`config.mk`:
```
export PLATFORM = sky130hd
export DESIGN_NAME = intr_interval_timer
export DESIGN_NICKNAME = d
export VERILOG_FILES = /design/src/rtl/intr_timer_pkg.sv /design/src/rtl/itm_prescaler.sv /design/src/rtl/itm_counter.sv /design/src/rtl/intr_interval_timer.sv
export SDC_FILE = /design/constraint.sdc
export NUM_CORES = 1
export LEC_CHECK = 0
export ABC_AREA = 1
export BUFFER_PORTS_ARGS = -buffer_cell sky130_fd_sc_hd__buf_2
export CAP_MARGIN = 20
export CORE_MARGIN = 1
export CORE_UTILIZATION = 59
export DETAILED_ROUTE_END_ITERATION = 16
export PLACE_DENSITY = 0.93
export SYNTH_ARGS = -nofsm -noshare
export SYNTH_HDL_FRONTEND = slang
export SYNTH_HIERARCHICAL = 1
export SYNTH_SLANG_ARGS = --single-unit
```
`constraint.sdc`:
```
create_clock -name clk -period 2.6 [get_ports clk]
set_clock_uncertainty 0.05 [all_clocks]
set_input_delay 0.13 -clock clk [delete_from_list [all_inputs] [get_ports clk]]
set_output_delay 0.13 -clock clk [all_outputs]
set_load 0.005 [all_outputs]
```
`src/rtl/intr_timer_pkg.sv`:
```
package intr_timer_pkg;
  localparam int CNT_W     = 32;
  localparam int VEC_W     = 8;
  localparam int SHIFT_W   = 3;
  localparam int PER_BIT   = 17;
  localparam int MASK_BIT  = 16;

  typedef enum logic [1:0] {
    A_ENTRY = 2'd0,
    A_INIT  = 2'd1,
    A_CUR   = 2'd2,
    A_DIV   = 2'd3
  } reg_addr_e;

  // three stored config bits {cfg3,cfg1,cfg0} form the code; shift = code+1 mod 8
  function automatic logic [SHIFT_W-1:0] shift_of(input logic [2:0] code);
    return code + 3'd1;
  endfunction
endpackage

```
`src/rtl/itm_prescaler.sv`:
```
module itm_prescaler #(
  parameter int SHIFT_W = 3
) (
  input  logic               clk,
  input  logic               rst_n,
  input  logic               restart,
  input  logic [SHIFT_W-1:0] shift,
  output logic               tick
);
  localparam int PRE_W = (1 << SHIFT_W) - 1;

  logic [PRE_W-1:0] pre_q, pre_d, lim;

  always_comb begin
    lim   = ~({PRE_W{1'b1}} << shift);
    tick  = ((pre_q & lim) == lim);
    pre_d = restart ? '0 : pre_q + 1'b1;
  end

  always_ff @(posedge clk or negedge rst_n) begin
    if (!rst_n) pre_q <= '0;
    else        pre_q <= pre_d;
  end

  // after a restart the phase is zero, so a tick follows only for divide-by-1
  p_restart_phase_r4: assert property (@(posedge clk) disable iff (!rst_n)
    restart |=> (tick == (shift == '0)));
endmodule

```
`src/rtl/itm_counter.sv`:
```
module itm_counter #(
  parameter int CNT_W = 32
) (
  input  logic             clk,
  input  logic             rst_n,
  input  logic             load,
  input  logic [CNT_W-1:0] load_val,
  input  logic [CNT_W-1:0] init_val,
  input  logic             tick,
  input  logic             periodic,
  output logic [CNT_W-1:0] cur,
  output logic             expire
);
  logic [CNT_W-1:0] cur_d;

  always_comb begin
    cur_d  = cur;
    expire = 1'b0;
    if (load) begin
      cur_d = load_val;
    end else if (tick) begin
      if (cur != '0) begin
        cur_d  = cur - 1'b1;
        expire = (cur == CNT_W'(1)) && !periodic;
      end else if (periodic && (init_val != '0)) begin
        cur_d  = init_val;
        expire = 1'b1;
      end
    end
  end

  always_ff @(posedge clk or negedge rst_n) begin
    if (!rst_n) cur <= '0;
    else        cur <= cur_d;
  end

  // a load is visible on the next cycle
  p_load_value_r4: assert property (@(posedge clk) disable iff (!rst_n)
    load |=> (cur == $past(load_val)));
  // the count moves only on a prescaled tick or a load
  p_step_on_tick_r3: assert property (@(posedge clk) disable iff (!rst_n)
    (!load && !tick) |=> $stable(cur));
  // one-shot count stays at zero
  p_oneshot_hold_r5: assert property (@(posedge clk) disable iff (!rst_n)
    (!load && !periodic && cur == '0) |=> (cur == '0));
  // periodic reload never comes from a zero initial count
  p_zero_period_r7: assert property (@(posedge clk) disable iff (!rst_n)
    (expire && periodic) |=> (cur != '0));
endmodule

```
`src/rtl/intr_interval_timer.sv`:
```
module intr_interval_timer
  import intr_timer_pkg::*;
(
  input  logic             clk,
  input  logic             rst_n,
  input  logic             reg_we,
  input  logic [1:0]       reg_waddr,
  input  logic [31:0]      reg_wdata,
  input  logic [1:0]       reg_raddr,
  output logic [31:0]      reg_rdata,
  output logic             irq_valid,
  output logic [VEC_W-1:0] irq_vector
);
  // timer entry fields
  logic [VEC_W-1:0] vec_q, vec_d;
  logic             mask_q, mask_d;
  logic             per_q, per_d;
  logic [CNT_W-1:0] init_q, init_d;
  logic [2:0]       code_q, code_d;   // {cfg3, cfg1, cfg0}
  logic             irqv_d;
  logic [VEC_W-1:0] irqvec_d;

  logic we_entry, we_init, we_div;
  logic tick, expire;
  logic [CNT_W-1:0] cur;
  logic [SHIFT_W-1:0] shift;

  logic unused_wbits;
  assign unused_wbits = ^{reg_wdata[31:PER_BIT+1], reg_wdata[MASK_BIT-1:VEC_W], reg_wdata[2]};

  always_comb begin
    we_entry = reg_we && (reg_waddr == A_ENTRY);
    we_init  = reg_we && (reg_waddr == A_INIT);
    we_div   = reg_we && (reg_waddr == A_DIV);
    shift    = shift_of(code_q);

    vec_d  = we_entry ? reg_wdata[VEC_W-1:0] : vec_q;
    mask_d = we_entry ? reg_wdata[MASK_BIT]  : mask_q;
    per_d  = we_entry ? reg_wdata[PER_BIT]   : per_q;
    init_d = we_init  ? reg_wdata[CNT_W-1:0] : init_q;
    code_d = we_div   ? {reg_wdata[3], reg_wdata[1:0]} : code_q;

    irqv_d   = expire && !mask_q;
    irqvec_d = expire ? vec_q : irq_vector;
  end

  always_ff @(posedge clk or negedge rst_n) begin
    if (!rst_n) begin
      vec_q      <= '0;
      mask_q     <= 1'b1;
      per_q      <= 1'b0;
      init_q     <= '0;
      code_q     <= '0;
      irq_valid  <= 1'b0;
      irq_vector <= '0;
    end else begin
      vec_q      <= vec_d;
      mask_q     <= mask_d;
      per_q      <= per_d;
      init_q     <= init_d;
      code_q     <= code_d;
      irq_valid  <= irqv_d;
      irq_vector <= irqvec_d;
    end
  end

  itm_prescaler #(.SHIFT_W(SHIFT_W)) u_pre (
    .clk     (clk),
    .rst_n   (rst_n),
    .restart (we_init),
    .shift   (shift),
    .tick    (tick)
  );

  itm_counter #(.CNT_W(CNT_W)) u_cnt (
    .clk      (clk),
    .rst_n    (rst_n),
    .load     (we_init),
    .load_val (reg_wdata[CNT_W-1:0]),
    .init_val (init_q),
    .tick     (tick),
    .periodic (per_q),
    .cur      (cur),
    .expire   (expire)
  );

  always_comb begin
    reg_rdata = '0;
    case (reg_raddr)
      A_ENTRY: begin
        reg_rdata[VEC_W-1:0] = vec_q;
        reg_rdata[MASK_BIT]  = mask_q;
        reg_rdata[PER_BIT]   = per_q;
      end
      A_INIT:  reg_rdata[CNT_W-1:0] = init_q;
      A_CUR:   reg_rdata[CNT_W-1:0] = cur;
      default: reg_rdata = {28'd0, code_q[2], 1'b0, code_q[1:0]};
    endcase
  end

  // no request leaves while the entry was masked
  p_masked_quiet_r8: assert property (@(posedge clk) disable iff (!rst_n)
    irq_valid |-> !$past(mask_q));
  // the request is a single-cycle pulse
  p_single_pulse_r9: assert property (@(posedge clk) disable iff (!rst_n)
    irq_valid |=> !irq_valid);
  // a software load on the edge drops any expiry of that edge
  p_load_wins_r12: assert property (@(posedge clk) disable iff (!rst_n)
    we_init |=> !irq_valid);
endmodule

```
==> metrics.yaml, run 1 <==
power_and_ir_drop:
  vdd_drop_max_mv: 0.468
  p_per_area_mw_per_mm2: 796
  combPwrFrac: 0.435
  cellLeakagePower_nw: 4.02
  p_int_mw: 3.19
  pwr-share-seq: 0.390
  switching_power_mw: 2.65
  swShare: 0.454
  power_frac_clock: 0.175
global_route:
  grt-ovfl-total: 0
  grt_usage: 0.343
  antenna_found_initial: 0
  grt_pass1_wl_um: 30200
  grt_max_degree: 48
  grt_pass1_vias: 6320
critical_path:
  path_class: "flop to flop"
  cp-end-kind: "flop"
  path_max_fanout: 9
  reg2regPathDepth: 12
  startpoint_type: "flop"
  reg2reg_slack_ps: 200
  r2r-start: "code_q[0]"
  worstPathRequired_ps: 2830
  r2r_end: "irq_vector[5]"
  arrival_ps: 2620
yosys:
  netlist_area_mm2: 0.00631
  yosys_warnings: 6
  synth.avg_cell_area_um2: 6.50
  netlist-cell-type-count: 34
  syn-instance-count: 971
  seq_area_frac_synth: 0.369
  syn_nets: 1018
  synth_seq_cells: 93
route:
  vias: 6743
  drt-initial-drc-count: 649
  drtPass1Iterations: 8
  routed_wl_um: 18200
  wire_per_inst_um: 15.0
  ant_nets: 0
  drc: 0
  avgViaCountPerCell: 5.56
cts:
  post_cts_buffers: 0
  clockBufferDepth: 2
  clkLatencyLatePin_ps: 380
  cts_tree: "built"
  cts_root_buffer: "clkbuf_8"
  ctsResizeCount: 0
  clkTransAtPathRegs_ps: 100
  cts_sinks: 93
  cts_buffers: 9
  ctsHoldBuffers: 33
  cts_max_level: 3
sta:
  fmax_mhz: 417
  hold_slack_ps: 125
  finalSetupTns_ps: 0
  period_share: 0.922
  worst_pin_slew_ps: 828
  finalSetupViolCount: 0
  slew_headroom: 0.447
  hold_viol: 0
  rsz0062_at_grt: "no"
  finalMaxSlewViolations: 0
  fin_ws_ps: 204
  min_period_ps: 2400
floorplanning:
  die_height_um: 105
  die-area_mm2: 0.0111
  initial_core_util: 0.611
  dieWidth_um: 105
  row_count: 37
  ios: 80
  core_area_mm2: 0.0103
layout:
  fin_util: 0.711
  seqCellArea_mm2: 0.00233
  drive_gt1_frac: 0.138
  areaGrowthSynthToFinish_pct: 16.3
  multiInputGateArea_mm2: 0.00343
  fin_nets: 1119
  antenna_cells: 0
  fillers: 864
placement:
  dp_hpwl_um: 12300
  pre_cts_ws_ps: 347
  place_congestion: 0.956
  io_buffers: 79
hold_path:
  holdPathEnd: "code_q[2]"
  min_from: "reg_waddr[1]"
  hp-class: "input pin to flop"
  hold_depth: 3
flow_run:
  cap_violations: 0
status:
  status: "finished clean"
## cells by family (layout without fill, tap and decap cells)
logic type               after synthesis  in the layout  share of synthesized area
adder cells (fa/ha/maj)                8              8                     0.0159
buffers and inverters                123            229                     0.0878
XOR/XNOR                              19             19                     0.0264
AO/OA/AOI/OAI                         65             65                     0.0605
AND/OR/NAND/NOR                      663            663                      0.440
flip-flops                            93             93                      0.369
## per-stage QoR
stage	cells	power [mW]	instance area, um^2
4_1_cts	1213	5.76	7340
3_5_place_dp	1164	4.71	6810
6_report	1213	5.84	7340
5_1_grt	1213	6.29	7340
2_1_floorplan	971	4.05	6310
3_3_place_gp	1164	4.63	6810
## power groups by stage
stage               sequential, mW  combinational [mW]  clock [mW]
finish                        2.28                2.54        1.02
global route                  2.33                2.88        1.09
CTS                           2.26                2.49        1.01
detailed placement            2.29                2.42           0
global placement              2.26                2.37           0
floorplan                     2.14                1.91           0
## area by class of cell
class                           instances  area share
Clock buffer                           10      0.0174
Clock inverter                          6     0.00938
Timing Repair Buffer                  134       0.125
Inverter                               79      0.0404
Tap cell                              136      0.0232
Sequential cell                        93       0.317
Multi-Input combinational cell        755       0.467
## flip-flops by register name, summed over array words and instances, names as in the netlist
register,flops
init_q,32
code_q,3
irq_vector,8
mask_q,1
per_q,1
u_pre/pre_q,7
vec_q,8
u_cnt/cur,32
irq_valid,1
## routing by layer
metal,vias to the layer above,part of all wire,track usage
li1,3245,-,-
met1,3085,0.43,0.477
met2,376,0.45,0.539
met3,37,0.096,0.0575
met4,0,0.020,0.125
met5,-,0,0
## worst max-delay path by stage
stage | from | endpoint | slack, ps
6_report | code_q[0] | irq_vector[5] | 200
5_1_grt | code_q[0] | irq_vector[1] | 10
2_1_floorplan | u_cnt/cur[0] | irq_vector[0] | 370
3_5_place_dp | code_q[0] | irq_vector[3] | 350
3_3_place_gp | code_q[0] | irq_vector[4] | 420
4_1_cts | code_q[0] | irq_vector[3] | 310
## layout by cell type (no fill, tap or decap), types with 2 or more instances in the layout
cell           synthesis  layout
clkbuf_8               0       9
nor2_8                 2       2
nand3b_1               2       2
buf_12                 0       2
xor2_1                13      13
nand4_1               35      35
nor2_1               110     110
ha_1                   8       8
xnor2_1                6       6
nand2_4                3       3
o21ai_0               14      14
nand3_2                2       2
nand2_2                3       3
dfrtp_1               92      92
o21bai_1               2       2
nand3_1               71      71
dlygate4sd3_1          0      33
nor2_2                 7       7
inv_6                  0       3
inv_1                 77      77
buf_4                  5      21
o21ai_2                8       8
a31oi_1                2       2
or2_2                  5       5
a21oi_1               35      35
buf_2                 23      78
nand2_1              422     422
## cell usage after synthesis, drive strengths merged
cell type | number | share of area
or2 | 5 | 0.0050
nor3 | 1 | 0.00079
dfstp | 1 | 0.0042
a31oi | 2 | 0.0020
dfrtp | 92 | 0.36
nor2 | 119 | 0.079
o21a | 1 | 0.0012
xnor2 | 6 | 0.0083
nand3b | 2 | 0.0024
ha | 8 | 0.016
o211ai | 1 | 0.0012
nand3 | 73 | 0.059
clkbuf | 9 | 0.0054
buf | 35 | 0.035
o21bai | 3 | 0.0054
nand4 | 35 | 0.035
clkinv | 1 | 0.00059
inv | 78 | 0.046
xor2 | 13 | 0.018
a21oi | 35 | 0.028
nand2 | 428 | 0.26
o21ai | 23 | 0.023
## critical path, cell delays in order (launching register included)
cell	delay (ps)
dfrtp_1	420
ha_1	220
xor2_1	210
inv_1	90
nand2_1	60
a21oi_1	130
nand2_1	60
nor2_1	160
o21ai_0	120
nor3_1	240
clkinv_1	310
nand2_1	170
nand2_1	60
Note: power is estimated with default switching activity, not from simulation.
==> run 2: changes to the inputs <==
--- a/config.mk
+++ b/config.mk
@@ -12,6 +12,8 @@
 export CORE_UTILIZATION = 59
 export DETAILED_ROUTE_END_ITERATION = 16
 export PLACE_DENSITY = 0.93
+export RECOVER_POWER = 100
+export SLEW_MARGIN = 20
 export SYNTH_ARGS = -nofsm -noshare
 export SYNTH_HDL_FRONTEND = slang
 export SYNTH_HIERARCHICAL = 1
==> run 2 against run 1 <==
The run now ends with max-capacitance violations, max-slew violations left. Hold slack worse by 3.9 ps. Global-route usage did not move. Flip-flop and latch count did not move. Sequential power barely moved. Worst setup slack worse by 9.6 ps. Largest cell class unchanged.
==> metrics.yaml, run 2 (synthesized netlist as in run 1, its figures left out) <==
critical_path:
  path_max_fanout: 9  # unchanged
  worst-path-buf-inv: 2  # unchanged
  worstPathRequired_ps: 2830  # about the same
  r2r-start: "code_q[0]"
  startpoint_type: "flop"
  crit_family: "simple AND/OR/NAND/NOR gates"
  critPathSlowestCell: "dfrtp_1"
  crit_chain: "ha_1, xor2_1, inv_1, nand2_1, a21oi_1, nand2_1, nor2_1, o21ai_0, nor3_1, clkinv_1, nand2_1, nand2_1"
  cpPeakStageDelay_ps: 420  # about the same
  arrival_ps: 2630  # about the same
  cpMostUsedCell: "nand2_1"
  cp-end-kind: "flop"
  reg2regPathDepth: 12  # unchanged
  r2r_end: "irq_vector[5]"
  path_class: "flop to flop"
  reg2reg_slack_ps: 190  # about the same
power_and_ir_drop:
  p_per_area_mw_per_mm2: 800  # +0.55%
  switching_power_mw: 2.64  # -0.52%
  combPwrFrac: 0.430  # -0.005
  p_int_mw: 3.16  # -0.95%
  vdd_drop_max_mv: 0.465  # -0.51%
  swShare: 0.455  # +0.00105
  pwr-share-seq: 0.393  # +0.003
  power_frac_clock: 0.176  # about the same
  cellLeakagePower_nw: 3.84  # -4.5%
status:
  status: "finished with violations"
  violations: "max-capacitance violations, max-slew violations"
route:
  drc: 0  # unchanged
  avgViaCountPerCell: 5.57  # +0.22%
  ant_nets: 0  # unchanged
  drt-initial-drc-count: 741  # +14%
  drtPass1Iterations: 5  # -3
  routed_wl_um: 18300  # +0.14%
  vias: 6758  # +0.22%
  wire_per_inst_um: 15.1  # +0.14%
sta:
  hold_viol: 0  # unchanged
  fmax_mhz: 416  # -0.40%
  period_share: 0.925  # +0.00369
  rsz0062_at_grt: "no"
  finalMaxSlewViolations: 35  # +35
  hold_slack_ps: 122  # -3.85 ps
  finalSetupTns_ps: 0  # unchanged
  worst_pin_slew_ps: 1750  # +921 ps
  slew_headroom: -0.166  # -0.613
  min_period_ps: 2410  # +9.60 ps
  finalSetupViolCount: 0  # unchanged
placement:
  dp_hpwl_um: 12300  # unchanged
  io_buffers: 79  # unchanged
  place_congestion: 0.956  # unchanged
  dp_cells: 1164  # unchanged
floorplanning:
  initial_core_util: 0.611  # unchanged
  die-area_mm2: 0.0111  # unchanged
  die_height_um: 105  # unchanged
  row_count: 37  # unchanged
  dieWidth_um: 105  # unchanged
  ios: 80  # unchanged
  core_area_mm2: 0.0103  # unchanged
global_route:
  grt_pass1_wl_um: 30200  # unchanged
  antenna_found_initial: 0  # unchanged
  grt_usage: 0.343  # unchanged
  grt-ovfl-total: 0  # unchanged
  grt_max_degree: 48  # unchanged
  grt_pass1_vias: 6320  # unchanged
cts:
  clkTransAtPathRegs_ps: 100  # about the same
  clkLatencyLatePin_ps: 390  # about the same
  cts_sinks: 93  # unchanged
  cts_max_level: 3  # unchanged
  cts_tree: "built"
  cts_root_buffer: "clkbuf_8"
  post_cts_buffers: 0  # unchanged
  cts_buffers: 9  # unchanged
  clockBufferDepth: 2  # unchanged
layout:
  fin_nets: 1119  # unchanged
  fillers: 896  # +3.7%
  largest_registers: "init_q: 32 flops, u_cnt/cur: 32 flops"
  drive_gt1_frac: 0.0994  # -0.0390
  fin_cells: 1213  # unchanged
  seqCellArea_mm2: 0.00233  # unchanged
  mostFrequentLayoutCell: "nand2_1"
  multiInputGateArea_mm2: 0.00340  # -0.69%
  areaGrowthSynthToFinish_pct: 14.8
  antenna_cells: 0  # unchanged
  layout_common_cells: "423 x nand2_1, 111 x nor2_1, 92 x dfrtp_1"
hold_path:
  min_from: "reg_waddr[1]"
  holdPathEnd: "code_q[2]"
  hold_depth: 3  # unchanged
  hp-class: "input pin to flop"
flow_run:
  cap_violations: 1  # +1
-- run 2: power groups by stage --
stage	combinational, mW	sequential [mW]	clock, mW
floorplan	1.91	2.14	0
global placement	2.37	2.26	0
detailed placement	2.42	2.29	0
CTS	2.49	2.26	1.01
global route	2.83	2.33	1.09
finish	2.49	2.28	1.02
-- run 2: metrics by stage --
step	utilization	setup slack, ps	area [um^2]	total power, mW
floorplan	-	366	6310	4.05
global placement	0.660	425	6810	4.63
detailed placement	0.660	347	6810	4.71
CTS	0.711	309	7340	5.76
global route	0.701	10.8	7240	6.25
finish	0.701	194	7240	5.80
-- run 2: how the worst max path moves through the flow --
stage,startpoint,end,slack [ps],cells past startpoint
floorplan,u_cnt/cur[0],irq_vector[0],370,14
global placement,code_q[0],irq_vector[4],420,12
detailed placement,code_q[0],irq_vector[3],350,12
CTS,code_q[0],irq_vector[3],310,12
global route,code_q[0],irq_vector[1],10,12
finish,code_q[0],irq_vector[5],190,12
-- run 2: routing by layer --
layer	up-vias	part of all wire	GRT usage
met3	42	0.099	0.0575
met5	-	0	0
met2	396	0.46	0.539
met1	3081	0.42	0.477
li1	3239	-	-
met4	0	0.023	0.125
-- run 2: cell type report --
class,instances,share of cell area
multi-input cells,755,0.470
flip-flops and latches,93,0.322
repair buffers,134,0.117
inverters,79,0.0409
well taps,136,0.0235
clock buffers,10,0.0176
clock inverters,6,0.00950
-- run 2: worst min-delay path, cell delays in order --
cell and delay (ps):
buf_2 130, nand3_1 160, o21ai_0 100
-- run 2: timing repair --
| item | in CTS | in global routing |
|---|---|---|
| resized for setup | 0 | 0 |
| endpoints found under the hold margin | 88 | 0 |
| hold buffers | 33 | 0 |
| setup endpoints to repair | 0 | 0 |
==> run 3: changes to the inputs <==
--- a/config.mk
+++ b/config.mk
@@ -11,6 +11,7 @@
 export CORE_MARGIN = 1
 export CORE_UTILIZATION = 59
 export DETAILED_ROUTE_END_ITERATION = 16
+export GPL_TIMING_DRIVEN = 0
 export PLACE_DENSITY = 0.93
 export RECOVER_POWER = 100
 export SLEW_MARGIN = 20
==> run 3 against run 2 <==
The run still ends with max-capacitance violations, max-slew violations left. Core utilization increased by 0.99 points. Register-to-register slack got worse by 90 ps. Count of clock-buffer cells in the layout unchanged. Non-clock buffer count up 19. Power up 0.92%. Critical path depth is 1 lower. Critical path type unchanged. Highest routed layer unchanged. Combinational power grew 6%.
==> metrics.yaml, run 3 (synthesized netlist as in run 1, its figures left out) <==
global_route:
  antenna_found_initial: 0  # unchanged
  grt_util_met3: 0.0823  # +0.0247
  grt_usage: 0.385  # +0.0414
  globalRouteMet2Util: 0.596  # +0.0564
  grt_pass1_wl_um: 32600  # +7.8%
  grt-ovfl-total: 0  # unchanged
  busiest_layer: "met2"
  grt_use_met1: 0.517  # +0.0393
  grt_pass1_vias: 6486  # +2.6%
  grt_max_degree: 57  # +19%
layout:
  largest_registers: "init_q: 32 flops, u_cnt/cur: 32 flops"
  layout_common_cells: "421 x nand2_1, 111 x nor2_1, 92 x dfrtp_1"
  drive_gt1_frac: 0.111  # +0.0120
  fin_util: 0.711  # +0.00994
  fin_nets: 1138  # +1.7%
  mostFrequentLayoutCell: "nand2_1"
  multiInputGateArea_mm2: 0.00342  # +0.44%
  antenna_cells: 0  # unchanged
  fillers: 867  # -3.2%
  final_area_mm2: 0.00734  # +1.4%
  seqCellArea_mm2: 0.00233  # unchanged
  areaGrowthSynthToFinish_pct: 16.4
route:
  ant_nets: 0  # unchanged
  vias: 6875  # +1.7%
  drtPass1Iterations: 6  # +1
  drc: 0  # unchanged
  avgViaCountPerCell: 5.58  # +0.16%
  wire_per_inst_um: 16.6  # +10%
  drt-initial-drc-count: 744  # +0.40%
  routed_wl_um: 20400  # +12%
critical_path:
  arrival_ps: 2760  # +130 ps
  worstPathRequired_ps: 2870  # +40 ps
  path_max_fanout: 10  # +1
  startpoint_type: "flop"
  path_class: "flop to flop"
  cp-end-kind: "flop"
  reg2regPathDepth: 11  # -1
cts:
  cts_buffers: 9  # unchanged
  clkLatencyLatePin_ps: 370  # -20 ps
  cts_max_level: 3  # unchanged
  post_cts_buffers: 0  # unchanged
  clockBufferDepth: 2  # unchanged
  cts_tree: "built"
  cts_root_buffer: "clkbuf_8"
  clkTransAtPathRegs_ps: 100  # about the same
  cts_sinks: 93  # unchanged
power_and_ir_drop:
  p_per_area_mw_per_mm2: 796  # -0.49%
  p_int_mw: 3.12  # -1.1%
  vdd_drop_max_mv: 0.545  # +17%
  cellLeakagePower_nw: 3.92  # +2.2%
  swShare: 0.466  # +0.0109
  finalPower_mw: 5.85  # +0.92%
  combPwrFrac: 0.450  # +0.020
  pwr-share-seq: 0.389  # -0.004
  switching_power_mw: 2.72  # +3.3%
  power_frac_clock: 0.161  # -0.015
placement:
  io_buffers: 77  # -2.5%
  dp_hpwl_um: 14500  # +18%
  dpl-instance-area_mm2: 0.00690  # +1.3%
  place_congestion: 1.00  # +4.7%
sta:
  fmax_mhz: 401  # -3.5%
  slew_headroom: -0.233  # -0.0675
  finalSetupViolCount: 0  # unchanged
  finalMaxSlewViolations: 38  # +8.6%
  worst_pin_slew_ps: 1850  # +101 ps
  min_period_ps: 2490  # +87.7 ps
  hold_slack_ps: 10.4  # -111 ps
  finalSetupTns_ps: 0  # unchanged
  rsz0062_at_grt: "no"
  period_share: 0.959  # +0.0337
  hold_viol: 0  # unchanged
flow_run:
  cap_violations: 1  # unchanged
status:
  violations: "max-capacitance violations, max-slew violations"
  status: "finished with violations"
floorplanning:
  dieWidth_um: 105  # unchanged
  row_count: 37  # unchanged
  die_height_um: 105  # unchanged
  initial_core_util: 0.611  # unchanged
  die-area_mm2: 0.0111  # unchanged
  core_area_mm2: 0.0103  # unchanged
  ios: 80  # unchanged
hold_path:
  hp-class: "input pin to flop"
  hold_depth: 3  # unchanged
[run 3: cell count changes in the layout (fill, tap and decap cells not counted), moves of 2 or more]
cell | previous run | this run
buf_4 | 18 | 5
nand2_1 | 423 | 421
clkinv_4 | 0 | 2
clkinv_2 | 1 | 3
clkbuf_1 | 37 | 43
buf_2 | 32 | 54
nand2_4 | 2 | 4
clkbuf_2 | 11 | 7
buf_6 | 0 | 6
[run 3: critical path, stage by stage (launching register included)]
cell	delay [ps]
dfrtp_1	430
inv_1	130
ha_1	330
nand2_4	120
nor2_8	190
nand2_4	80
nor2_4	310
nand2_4	100
o21bai_4	320
buf_6	230
nand2_1	80
nand2_1	70
[run 3: timing repair]
item	in CTS	in global routing
gates resized for setup	2	3
hold endpoints to repair	125	0
setup endpoints to repair	9	18
hold buffers	32	0
[run 3: stage by stage]
stage | setup slack [ps] | std cells
finish | 107 | 1232
global route | 16.9 | 1232
CTS | 124 | 1232
detailed placement | -335 | 1185
global placement | -274 | 1184
floorplan | 366 | 971
[run 3: cell type report]
type                       count  share of cell area
tap                          136              0.0232
clock inverter                 6             0.00613
multi-input combinational    755               0.465
buffer                        43              0.0344
inverter                      79              0.0405
timing repair buffer         110              0.0945
clock buffer                  10              0.0187
sequential                    93               0.317
[run 3: worst paths after layout]
| kind | start | to | slack (ps) |
|---|---|---|---|
| max | u_cnt/cur[0] | u_cnt/cur[6] | 110 |
| min | reg_wdata[1] | vec_q[1] | 10 |
| max reg2reg | u_cnt/cur[0] | u_cnt/cur[6] | 110 |
| min reg2reg | irq_vector[7] | irq_vector[7] | 420 |
| max in group asynchronous | rst_n | u_cnt/cur[22] | 540 |
| min in group asynchronous | rst_n | vec_q[7] | 880 |
[run 3: power groups by stage]
stage / registers, mW / clock network [mW] / logic (mW)
after floorplan: 2.14 / 0 / 1.91
after global placement: 2.28 / 0 / 2.45
after detailed placement: 2.29 / 0 / 2.52
after CTS: 2.26 / 0.947 / 2.57
after global routing: 2.33 / 1.01 / 2.91
final: 2.27 / 0.940 / 2.63
[run 3: routing by layer]
| metal | vias to the layer above | wire length (um) |
|---|---|---|
| li1 | 3279 | - |
| met1 | 3080 | 8080 |
| met2 | 444 | 9120 |
| met3 | 72 | 2410 |
| met4 | 0 | 807 |
| met5 | - | 0 |
